==> config.mk <==
export PLATFORM = sky130hd
export DESIGN_NAME = vstall_top
export DESIGN_NICKNAME = d
export VERILOG_FILES = /design/src/rtl/vstall_pkg.sv /design/src/rtl/vstall_reg.sv /design/src/rtl/vstall_timer.sv /design/src/rtl/vstall_seq.sv /design/src/rtl/vstall_top.sv
export SDC_FILE = /design/constraint.sdc
export NUM_CORES = 1
export LEC_CHECK = 0
export CAP_MARGIN = 20
export CORE_ASPECT_RATIO = 0.8
export CORE_UTILIZATION = 50
export DETAILED_ROUTE_END_ITERATION = 10
export PLACE_DENSITY_LB_ADDON = 0.2
export RECOVER_POWER = 25
export SLEW_MARGIN = 20
export SYNTH_ARGS = -nofsm -noshare
export SYNTH_HDL_FRONTEND = slang
export SYNTH_SLANG_ARGS = --single-unit
export TNS_END_PERCENT = 5
==> constraint.sdc <==
create_clock -name clk -period 2.5 [get_ports clk]
set_input_delay 0.75 -clock clk [delete_from_list [all_inputs] [get_ports clk]]
set_output_delay 0.75 -clock clk [all_outputs]
set_load 0.01 [all_outputs]
==> src/rtl/vstall_pkg.sv <==
package vstall_pkg;

    localparam int REG_W  = 8;
    localparam int CODE_W = 3;

    typedef enum logic [1:0] {
        LV_1V1 = 2'b00,
        LV_1V3 = 2'b01,
        LV_1V8 = 2'b10,
        LV_BAD = 2'b11
    } level_e;

    typedef enum logic [1:0] {
        ST_IDLE  = 2'd0,
        ST_STALL = 2'd1,
        ST_SLEEP = 2'd2
    } seq_state_e;

    // Writable content of the control register
    typedef struct packed {
        logic              spare_hi;   // bit 7
        logic              deep_drop;  // bit 4
        logic              spare_lo;   // bit 3
        logic [CODE_W-1:0] code;       // bits 2:0
    } ctrl_s;

    // Log2 of the stall length: codes 0 and 1 share the shortest length
    function automatic int unsigned stall_log2(input logic [CODE_W-1:0] code,
                                               input int unsigned min_log2);
        int unsigned shift;
        shift = (code < 2) ? 0 : int'(code) - 1;
        return min_log2 + shift;
    endfunction

    function automatic bit level_ok(input logic [1:0] lv);
        return lv != LV_BAD;
    endfunction

endpackage

==> src/rtl/vstall_reg.sv <==
module vstall_reg
    import vstall_pkg::*;
#(
    parameter logic [REG_W-1:0] RST_VAL = 8'h0C
) (
    input  logic             clk,
    input  logic             rst,
    input  logic             wr_en,
    input  logic [REG_W-1:0] wdata,
    output logic [REG_W-1:0] rdata,
    output ctrl_s            ctrl
);

    localparam ctrl_s RST_CTRL = '{spare_hi:  RST_VAL[7],
                                   deep_drop: RST_VAL[4],
                                   spare_lo:  RST_VAL[3],
                                   code:      RST_VAL[CODE_W-1:0]};
    localparam logic FIXED_B6 = RST_VAL[6];

    ctrl_s ctrl_q;

    always_ff @(posedge clk) begin
        if (rst) begin
            ctrl_q <= RST_CTRL;
        end else if (wr_en) begin
            ctrl_q.spare_hi  <= wdata[7];
            ctrl_q.deep_drop <= wdata[4];
            ctrl_q.spare_lo  <= wdata[3];
            ctrl_q.code      <= wdata[CODE_W-1:0];
        end
    end

    always_comb begin
        rdata = {ctrl_q.spare_hi, FIXED_B6, 1'b0, ctrl_q.deep_drop,
                 ctrl_q.spare_lo, ctrl_q.code};
    end

    assign ctrl = ctrl_q;

    // content only moves on a write strobe
    p_hold_no_write_r2: assert property (@(posedge clk) disable iff (rst)
        !wr_en |=> $stable(ctrl_q));

    // a write lands in the next read
    p_write_lands_r2: assert property (@(posedge clk) disable iff (rst)
        wr_en |=> rdata[4:0] == $past(wdata[4:0]) && rdata[7] == $past(wdata[7]));

endmodule

==> src/rtl/vstall_timer.sv <==
module vstall_timer #(
    parameter int CNT_W = 10
) (
    input  logic             clk,
    input  logic             rst,
    input  logic             load,
    input  logic [CNT_W-1:0] load_val,
    input  logic             tick,
    output logic             running,
    output logic             done
);

    logic [CNT_W-1:0] cnt_q;

    always_ff @(posedge clk) begin
        if (rst) begin
            cnt_q <= '0;
        end else if (load) begin
            cnt_q <= load_val;
        end else if (tick && cnt_q != '0) begin
            cnt_q <= cnt_q - 1'b1;
        end
    end

    assign running = cnt_q != '0;
    assign done    = tick && (cnt_q == {{(CNT_W-1){1'b0}}, 1'b1}) && !load;

    // without a tick or a load the count holds
    p_tick_only_r5: assert property (@(posedge clk) disable iff (rst)
        (!tick && !load) |=> $stable(cnt_q));

    // a tick on a running count takes exactly one off
    p_one_step_r5: assert property (@(posedge clk) disable iff (rst)
        (tick && !load && cnt_q != '0) |=> cnt_q == $past(cnt_q) - 1'b1);

endmodule

==> src/rtl/vstall_seq.sv <==
module vstall_seq
    import vstall_pkg::*;
#(
    parameter int     CNT_W     = 10,
    parameter int     MIN_LOG2  = 3,
    parameter level_e RST_LEVEL = LV_1V8
) (
    input  logic              clk,
    input  logic              rst,
    input  logic              chg_req,
    input  logic [1:0]        chg_level,
    input  logic              deep_enter,
    input  logic              deep_wake,
    input  logic              deep_drop,
    input  logic [CODE_W-1:0] code,
    input  logic              done,
    output logic              load,
    output logic [CNT_W-1:0]  load_val,
    output level_e            level,
    output logic              cpu_en
);

    seq_state_e state_q, state_d;
    level_e     level_q, level_d;
    level_e     saved_q, saved_d;
    logic       lowered_q, lowered_d;

    logic accept_chg, accept_deep, accept_wake;

    always_comb begin
        accept_chg  = (state_q == ST_IDLE) && chg_req && level_ok(chg_level);
        accept_deep = (state_q == ST_IDLE) && deep_enter && !accept_chg;
        accept_wake = (state_q == ST_SLEEP) && deep_wake;
    end

    always_comb begin
        state_d   = state_q;
        level_d   = level_q;
        saved_d   = saved_q;
        lowered_d = lowered_q;
        load      = 1'b0;
        unique case (state_q)
            ST_IDLE: begin
                if (accept_chg) begin
                    level_d = level_e'(chg_level);
                    load    = 1'b1;
                    state_d = ST_STALL;
                end else if (accept_deep) begin
                    lowered_d = deep_drop;
                    state_d   = ST_SLEEP;
                    if (deep_drop) begin
                        saved_d = level_q;
                        level_d = LV_1V1;
                    end
                end
            end
            ST_STALL: begin
                if (done) state_d = ST_IDLE;
            end
            ST_SLEEP: begin
                if (accept_wake) begin
                    lowered_d = 1'b0;
                    if (lowered_q) begin
                        level_d = saved_q;
                        load    = 1'b1;
                        state_d = ST_STALL;
                    end else begin
                        state_d = ST_IDLE;
                    end
                end
            end
            default: state_d = ST_IDLE;
        endcase
    end

    always_comb begin
        load_val = '0;
        load_val[stall_log2(code, MIN_LOG2)] = 1'b1;
    end

    always_ff @(posedge clk) begin
        if (rst) begin
            state_q   <= ST_IDLE;
            level_q   <= RST_LEVEL;
            saved_q   <= RST_LEVEL;
            lowered_q <= 1'b0;
        end else begin
            state_q   <= state_d;
            level_q   <= level_d;
            saved_q   <= saved_d;
            lowered_q <= lowered_d;
        end
    end

    assign level  = level_q;
    assign cpu_en = (state_q == ST_IDLE);

    // requests during a stall leave the level alone
    p_drop_busy_req_r6: assert property (@(posedge clk) disable iff (rst)
        (state_q == ST_STALL && chg_req) |=> $stable(level_q));

    // a dropping entry selects the lowest level
    p_deep_low_r7: assert property (@(posedge clk) disable iff (rst)
        (state_q == ST_IDLE && deep_enter && !chg_req && deep_drop) |=> level_q == LV_1V1);

    // wake-up after a drop restores the saved level
    p_restore_r9: assert property (@(posedge clk) disable iff (rst)
        (state_q == ST_SLEEP && deep_wake && lowered_q) |=> level_q == $past(saved_q));

    // an invalid level code never reaches the select
    p_no_bad_level_r4: assert property (@(posedge clk) disable iff (rst)
        level_q != LV_BAD);

endmodule

==> src/rtl/vstall_top.sv <==
module vstall_top
    import vstall_pkg::*;
#(
    parameter int               MIN_LOG2  = 3,
    parameter logic [REG_W-1:0] RST_VAL   = 8'h0C,
    parameter level_e           RST_LEVEL = LV_1V8
) (
    input  logic             clk,
    input  logic             rst,
    input  logic             reg_wr_en,
    input  logic [REG_W-1:0] reg_wdata,
    output logic [REG_W-1:0] reg_rdata,
    input  logic             slow_tick,
    input  logic             chg_req,
    input  logic [1:0]       chg_level,
    input  logic             deep_enter,
    input  logic             deep_wake,
    output logic [1:0]       supply_sel,
    output logic             cpu_clk_en,
    output logic             periph_clk_en,
    output logic             busy
);

    localparam int MAX_LOG2 = MIN_LOG2 + (1 << CODE_W) - 2;
    localparam int CNT_W    = MAX_LOG2 + 1;

    ctrl_s            ctrl;
    logic             load, running, done;
    logic [CNT_W-1:0] load_val;
    level_e           level;

    vstall_reg #(.RST_VAL(RST_VAL)) u_reg (
        .clk   (clk),
        .rst   (rst),
        .wr_en (reg_wr_en),
        .wdata (reg_wdata),
        .rdata (reg_rdata),
        .ctrl  (ctrl)
    );

    vstall_timer #(.CNT_W(CNT_W)) u_timer (
        .clk      (clk),
        .rst      (rst),
        .load     (load),
        .load_val (load_val),
        .tick     (slow_tick),
        .running  (running),
        .done     (done)
    );

    vstall_seq #(
        .CNT_W     (CNT_W),
        .MIN_LOG2  (MIN_LOG2),
        .RST_LEVEL (RST_LEVEL)
    ) u_seq (
        .clk        (clk),
        .rst        (rst),
        .chg_req    (chg_req),
        .chg_level  (chg_level),
        .deep_enter (deep_enter),
        .deep_wake  (deep_wake),
        .deep_drop  (ctrl.deep_drop),
        .code       (ctrl.code),
        .done       (done),
        .load       (load),
        .load_val   (load_val),
        .level      (level),
        .cpu_en     (cpu_clk_en)
    );

    assign supply_sel    = level;
    assign busy          = running;
    assign periph_clk_en = 1'b1;

    // a running count always keeps the CPU held
    p_busy_holds_cpu_r4: assert property (@(posedge clk) disable iff (rst)
        running |-> !cpu_clk_en);

    // the CPU is released exactly when the count drains
    p_release_on_drain_r5: assert property (@(posedge clk) disable iff (rst)
        $fell(running) |-> cpu_clk_en);

endmodule

==> impl_metrics.toml, run 1 <==
[cells_and_area]
seqCellArea_um2 = 463
postLayoutCellArea_um2 = 2010
num_antenna_cells = 0
n_fill_cell = 241
areaGrowthSynthToFinish_pct = 29.0
drive_gt1_frac = 0.164
multiInputGateArea_um2 = 1050
layout_common_cells = "dfxtp_1 (21), nor2_1 (20), clkdlybuf4s50_1 (20), buf_4 (17), nand2_1 (12)"
finish.utilization = 0.705
layout.nets = 253
layout_commonest_cell = "dfxtp_1"

[sta]
rsz0062_at_grt = "no"
setup_viol_count_final = 0
timing.fmax_mhz = 424
clock_skew_ns = 0.00442
finalHoldViolations = 0
drv_slew = 0
worst_pin_slew_ns = 0.787
final.period_utilization = 0.943
relSlewSlack = 0.475
fin_crit_ns = 2.36
whs_ns = 0.501

[logic_synthesis]
syn_inst = 182
yosysTopAreaCell = "dfxtp_1"
yosysUniqueCellTypes = 54
synth_edf_count = 0
yosys_most_used_dff = "dfxtp_1"
yosys.area.top_type_share = 0.295
synth_area_leaders = "dfxtp_1 (30%), ha_1 (7.2%), nor2_1 (4.8%)"
ys_async_sr_fraction = 0
avgSynthCellArea_um2 = 8.57
yosysWarnings = 0
syn_area_um2 = 1560
synth_seq_cells = 23
ys_seq_area_frac = 0.295

[power_and_ir_drop]
switchingPower_uw = 671
clockPowerShare = 0.144
leakagePower_uw = 0.000830
p_comb_frac = 0.534
peakVddDrop_mv = 0.408
power_density_nw_per_um2 = 837
internal_power_uw = 1010
seqPwrFrac = 0.322
swShare = 0.399

[worst_setup_path]
cp_slowest_stage_delay_ns = 0.61
endpoint_kind = "output port"
worstSetupPathType = "reg -> out"
crit_slowest_cell = "clkdlybuf4s50_1"
start_kind = "register"
arrival_ns = 1.61
crit_fanout = 9
cp_cell_sequence = "nor2_1 -> clkdlybuf4s50_1"
crit_required_ns = 1.75

[die]
initial_core_util = 0.547
ios = 30
dieHeight_um = 51.9
die_area_um2 = 3350
fp-row-count = 17
coreArea_um2 = 2850
dieWidth_um = 64.4

[routing]
drt_first_pass_iters = 4
drt-initial-drc-count = 77
drt-total-wl_um = 3580
drc = 0
vias = 1499
wl_per_cell_um = 13.6
ant_nets = 0
vias_per_cell = 5.68

[clock_tree]
cts_max_path_buffers = 2
cts_buffers = 3
h-tree-depth = 1
insertion_delay_ns = 0.27
holdBufCountCts = 0
clock_sinks = 23
clk_pin_slew_ns = 0.09
root_buffer = "clkbuf_8"
cts_tree = "built"

[place]
portBuffers = 24
post_dp_cell_area_um2 = 1960
routabilityCongestion = 0.892
hpwl_um = 2790

[global_routing]
grt_util_all_layers = 0.241
grt_overflow = 0
grt_max_degree = 18
antenna_found_initial = 0
grt_pass1_vias = 1386
grt_pass1_wl_um = 6170

[status]
status = "completed"

[flow_run]
drv_cap = 0

[worst_hold_path]
worst_hold_path_type = "reg -> reg"
[worst max-delay path: cells and delay by family (launching register included)]
kind / cells / cell delay (ns)
buffers and inverters: 1 / 0.61
and+or+nand+nor: 1 / 0.34
DFF: 1 / 0.40
[final timing paths]
check                          end             start  cells past startpoint  slack (ns)
setup / recovery        cpu_clk_en  u_seq.state_q[0]                      2        0.14
hold / removal    u_seq.saved_q[0]  u_seq.saved_q[0]                      2        0.50
setup reg to reg  u_timer.cnt_q[4]     u_reg.ctrl[0]                      9        0.23
hold reg to reg   u_seq.saved_q[0]  u_seq.saved_q[0]                      2        0.50
[sequential cells by signal, indices dropped and copies added (netlist names)]
register	flops
u_reg.ctrl	6
u_seq.level	2
u_seq.lowered_q	1
u_seq.saved_q	2
u_seq.state_q	2
u_timer.cnt_q	10
[layer usage]
layer | global-route usage | wire length, um | up-vias
met5 | 0 | 0 | -
met4 | 0.0556 | 17 | 0
met3 | 0.0636 | 229 | 2
met2 | 0.393 | 1580 | 51
met1 | 0.317 | 1750 | 690
li1 | - | - | 756
[final cells by class]
| type | count | share of cell area |
|---|---|---|
| clock buffer | 3 | 0.0205 |
| clock inverter | 1 | 0.00373 |
| inverter | 9 | 0.0168 |
| multi-input combinational | 148 | 0.521 |
| sequential | 23 | 0.230 |
| tap | 38 | 0.0236 |
| timing repair buffer | 42 | 0.184 |
[cells by family after synthesis]
logic type / count (synthesis) / share of synthesized area
buf+inv: 19 / 0.0554
other cells: 2 / 0.00482
xor+xnor: 4 / 0.0225
compound gates: 42 / 0.225
simple gates: 76 / 0.280
flops: 23 / 0.295
fa+ha+maj: 9 / 0.0722
mux: 7 / 0.0449
[power groups by stage]
| stage | clock, uW | combinational (uW) | sequential (uW) |
|---|---|---|---|
| 5_1_grt | 261 | 983 | 556 |
| 3_5_place_dp | 0 | 883 | 545 |
| 2_1_floorplan | 0 | 616 | 536 |
| 6_report | 242 | 898 | 542 |
| 3_3_place_gp | 0 | 870 | 538 |
| 4_1_cts | 247 | 890 | 540 |
[Yosys cell counts (2+ instances only)]
cell type and instances:
a211o_1 4, o32a_1 2, a21oi_1 4, clkbuf_1 6, mux2i_1 7, xor2_1 2, a211oi_1 6, nand3_1 4
buf_4 4, nand4_1 2, nor4_1 4, nor3_1 7, a31o_2 2, a32oi_1 2, nor2_1 20, o21ai_0 3
and3_1 4, conb_1 2, ha_1 9, a31oi_1 2, inv_1 9, a32o_1 3, nor3b_1 3, xnor2_1 2
or3_1 2, and4_1 2, nand2_1 12, dfxtp_1 23, nor2b_1 5
[stage by stage]
| stage | std cells | TNS (ns) | power [uW] | setup slack (ns) |
|---|---|---|---|---|
| after CTS | 264 | 0 | 1680 | 0.136 |
| final | 264 | 0 | 1680 | 0.142 |
| after global placement | 260 | 0 | 1410 | 0.0414 |
| after global routing | 264 | 0 | 1800 | 0.0508 |
| after detailed placement | 260 | -0.00709 | 1430 | -0.00709 |
| after floorplan | 190 | 0 | 1150 | 0.302 |
[repair_timing]
| action | 4_1_cts | 5_1_grt |
|---|---|---|
| resized for setup | 4 | 0 |
| setup endpoints to repair | 1 | 0 |
| buffers inserted | 0 | 0 |
Power figures use the tool's default switching activity.
==> run 2: changes to the inputs <==
- GPL_TIMING_DRIVEN: default -> 0
==> impl_metrics.toml, run 2 (synthesis gave the netlist of run 1 again) <==
[worst_setup_path]
r2r_cells = 9
cp_slowest_stage_delay_ns = 0.58
crit_start = "u_seq.state_q[0]"
cp_cell_sequence = "clkbuf_1 -> nor2_2 -> clkdlybuf4s50_1"
start_kind = "register"
crit_slowest_cell = "clkdlybuf4s50_1"
crit_fanout = 9
worstSetupPathType = "reg -> out"
crit_required_ns = 1.75
arrival_ns = 1.63
endpoint_kind = "output port"
r2r_start = "u_reg.ctrl[0]"

[clock_tree]
cts_tree = "built"
h-tree-depth = 1
clock_sinks = 23
clk_pin_slew_ns = 0.08
cts_buffers = 3
insertion_delay_ns = 0.26
holdBufCountCts = 0
root_buffer = "clkbuf_8"
cts_max_path_buffers = 2

[routing]
ant_nets = 0
vias_per_cell = 5.85
drt-total-wl_um = 3600
wl_met3_um = 258
wl_met1_um = 1670
drt-initial-drc-count = 122
drt_first_pass_iters = 4
dr_wl_met2_um = 1660
vias = 1493
drc = 0
wl_per_cell_um = 14.1
dr.max_layer_used = "met3"

[sta]
whs_ns = 0.492
fin_crit_ns = 2.38
relSlewSlack = 0.489
setup_viol_count_final = 0
timing.fmax_mhz = 420
rsz0062_at_grt = "no"
finalHoldViolations = 0
worst_pin_slew_ns = 0.759
final.period_utilization = 0.953
clock_skew_ns = 0.00177
drv_slew = 0

[worst_hold_path]
worst_hold_path_type = "reg -> reg"
min_from = "u_seq.level[1]"
whs_path_depth = 1

[power_and_ir_drop]
power_density_nw_per_um2 = 834
leakagePower_uw = 0.000783
p_total_uw = 1630
peakVddDrop_mv = 0.355

[global_routing]
grt_pass1_wl_um = 6110
grt_util_all_layers = 0.235
grt_pass1_vias = 1341
grt_max_degree = 15
grt_overflow = 0
antenna_found_initial = 0

[cells_and_area]
fin_cells = 255
n_fill_cell = 233
num_antenna_cells = 0
layout_common_cells = "nor2_1 (19), dfxtp_1 (19), clkdlybuf4s50_1 (16), nand2_1 (12), conb_1 (10)"
multiInputGateArea_um2 = 1070
areaGrowthSynthToFinish_pct = 25.1
seqCellArea_um2 = 465
layout.nets = 244
drive_gt1_frac = 0.134
largest-register = "u_timer.cnt_q"
largest_reg_flops = 10

[die]
coreArea_um2 = 2850
die_area_um2 = 3350
initial_core_util = 0.547
dieWidth_um = 64.4
fp-row-count = 17
dieHeight_um = 51.9
ios = 30

[status]
status = "completed"

[place]
hpwl_um = 2760
portBuffers = 23
routabilityCongestion = 0.906
dp_cells = 251

[flow_run]
drv_cap = 0
run 2: cell types whose count changed in the layout (fill, tap and decap cells not counted), sizes merged:
cell and change:
clkdlybuf4s50 -4, buf -13, clkbuf +5, dlygate4sd3 +3
run 2: layout make-up:
class | count | share of cell area
sequential | 23 | 0.239
tap | 38 | 0.0244
timing repair buffer | 23 | 0.117
multi-input combinational | 148 | 0.550
clock inverter | 1 | 0.00385
clock buffer | 3 | 0.0212
inverter | 9 | 0.0173
buffer | 10 | 0.0269
run 2: critical path: cells and delay by family, from the launching register on:
kind          cells  cell delay, ns
buf+inv           2            0.77
flops             1            0.30
simple gates      1            0.28
run 2: repair_timing:
action / in CTS / in global routing
endpoints found under the hold margin: 0 / 0
setup endpoints to repair: 1 / 9
buffers inserted: 0 / 0
cloned: 0 / 0
resized for setup: 6 / 5
run 2: worst paths after layout:
kind / end / slack (ns)
max: cpu_clk_en / 0.12
min: u_seq.saved_q[1] / 0.49
max reg2reg: u_timer.cnt_q[4] / 0.17
min reg2reg: u_seq.saved_q[1] / 0.49
run 2: report_power, final:
part / internal (uW) / switching [uW] / total, uW
Sequential: 448 / 109 / 557
Combinational: 409 / 425 / 834
Clock: 113 / 123 / 235
Total: 970 / 657 / 1630
run 2: metal layers:
metal / track usage / vias up
met3: 0.0482 / 0
met2: 0.391 / 59
met5: 0 / -
li1: - / 730
met4: 0.0444 / 0
met1: 0.317 / 704
run 2: stage by stage:
step                      utilization  instance area [um2]  setup TNS [ns]  worst slack [ns]
final                           0.684                 1950               0             0.117
after global routing            0.684                 1950               0            0.0260
after CTS                       0.678                 1930               0            0.0168
after detailed placement        0.655                 1870           -1.08            -0.238
after global placement          0.655                 1870          -0.463            -0.142
after floorplan                     -                 1590               0             0.302
==> run 3: changes to the inputs <==
- clock period: 2.5 -> 2.9 ns (I/O delays scaled with it)
==> impl_metrics.toml, run 3 (synthesis gave the netlist of run 1 again) <==
[worst_setup_path]
r2r_start = "u_reg.ctrl[0]"
worstSetupPathType = "reg -> out"
r2r_setup_slack_ns = 0.44
crit_fanout = 5
crit_start = "u_timer.cnt_q[0]"
cp_slowest_stage_delay_ns = 0.55
endpoint_kind = "output port"
crit_slowest_cell = "clkdlybuf4s50_1"
cp_cell_sequence = "inv_1 -> ha_1 -> nor3b_2 -> nand3_1 -> clkdlybuf4s50_1"
critical_path.top_delay_family = "buffers and inverters"
start_kind = "register"
crit_required_ns = 2.03
arrival_ns = 1.88
cp_num_buf_inv = 2

[routing]
wl_per_cell_um = 14.0
drt-total-wl_um = 3570
vias = 1459
drt_first_pass_iters = 4
vias_per_cell = 5.72
drc = 0
ant_nets = 0
drt-initial-drc-count = 138

[power_and_ir_drop]
clockPowerShare = 0.146
internal_power_uw = 827
p_comb_frac = 0.514
swShare = 0.404
seqPwrFrac = 0.340
peakVddDrop_mv = 0.303
leakagePower_uw = 0.000776
switchingPower_uw = 559
power_density_nw_per_um2 = 722

[clock_tree]
cts_tree = "built"
root_buffer = "clkbuf_8"
cts_max_path_buffers = 2
clk_pin_slew_ns = 0.08
h-tree-depth = 1
cts_buffers = 3
clock_sinks = 23
insertion_delay_ns = 0.26
holdBufCountCts = 0

[sta]
worst_pin_slew_ns = 0.758
timing.fmax_mhz = 364
drv_slew = 0
finalWorstSetupSlack_ns = 0.149
relSlewSlack = 0.490
finalHoldViolations = 0
tns_ns = 0
setup_viol_count_final = 0
final.period_utilization = 0.948
rsz0062_at_grt = "no"
clock_skew_ns = 0.00323
fin_crit_ns = 2.75

[die]
fp-row-count = 17
dieHeight_um = 51.9
dieWidth_um = 64.4
initial_core_util = 0.547
die_area_um2 = 3350
ios = 30
coreArea_um2 = 2850

[cells_and_area]
largest_reg_flops = 10
fin_cells = 255
num_antenna_cells = 0
layout.nets = 244
largest-register = "u_timer.cnt_q"
areaGrowthSynthToFinish_pct = 23.2
layout_commonest_cell = "dfxtp_1"
layout_common_cells = "dfxtp_1 (23), nor2_1 (20), clkdlybuf4s50_1 (16), nand2_1 (12), conb_1 (10)"
finish.utilization = 0.674
drive_gt1_frac = 0.101

[global_routing]
antenna_found_initial = 0
grt_overflow = 0
grt_pass1_vias = 1333
grt_pass1_wl_um = 6080
grt_max_degree = 15
grt_util_all_layers = 0.234

[place]
dp_slack_ns = 0.0416
portBuffers = 23
dp_cells = 251
routabilityCongestion = 0.906
hpwl_um = 2760

[flow_run]
drv_cap = 0

[worst_hold_path]
worst_hold_path_type = "reg -> reg"
min_from = "u_seq.level[1]"

[status]
status = "completed"
-- run 3: final timing paths --
path,to,cells after the start
worst max-delay path,busy,5
worst min-delay path,u_seq.saved_q[1],1
worst max register to register,u_timer.cnt_q[4],9
worst min register to register,u_seq.saved_q[1],1
-- run 3: final cells by class --
class | instances | area, um2
multi-input combinational | 148 | 1050
fill | 237 | 930
sequential | 23 | 460
timing repair buffer | 23 | 230
buffer | 10 | 52.6
tap | 38 | 47.5
clock buffer | 3 | 41.3
inverter | 9 | 33.8
clock inverter | 1 | 7.51
-- run 3: what timing repair did --
item,in CTS,in global routing
buffers inserted,0,0
resized for setup,0,1
endpoints found under the setup margin,0,1
-- run 3: power by group through the flow --
stage | clock (uW) | combinational, uW | sequential (uW)
finish | 203 | 712 | 472
global route | 219 | 783 | 484
CTS | 208 | 705 | 470
detailed placement | 0 | 700 | 478
global placement | 0 | 686 | 472
floorplan | 0 | 531 | 462
-- run 3: routing by layer --
layer	GRT usage	vias to the layer above	wire length, um
met5	0	-	0
met4	0.0444	0	7
met3	0.0482	2	195
li1	-	730	-
met2	0.389	43	1620
met1	0.316	684	1750
-- run 3: stage by stage --
step           cell area [um2]  hold WS (ns)  total power (uW)
5_1_grt                   1920         0.532              1490
3_3_place_gp              1870         0.475              1160
4_1_cts                   1920         0.503              1380
3_5_place_dp              1870         0.485              1180
2_1_floorplan             1590         0.460               993
6_report                  1920         0.492              1390
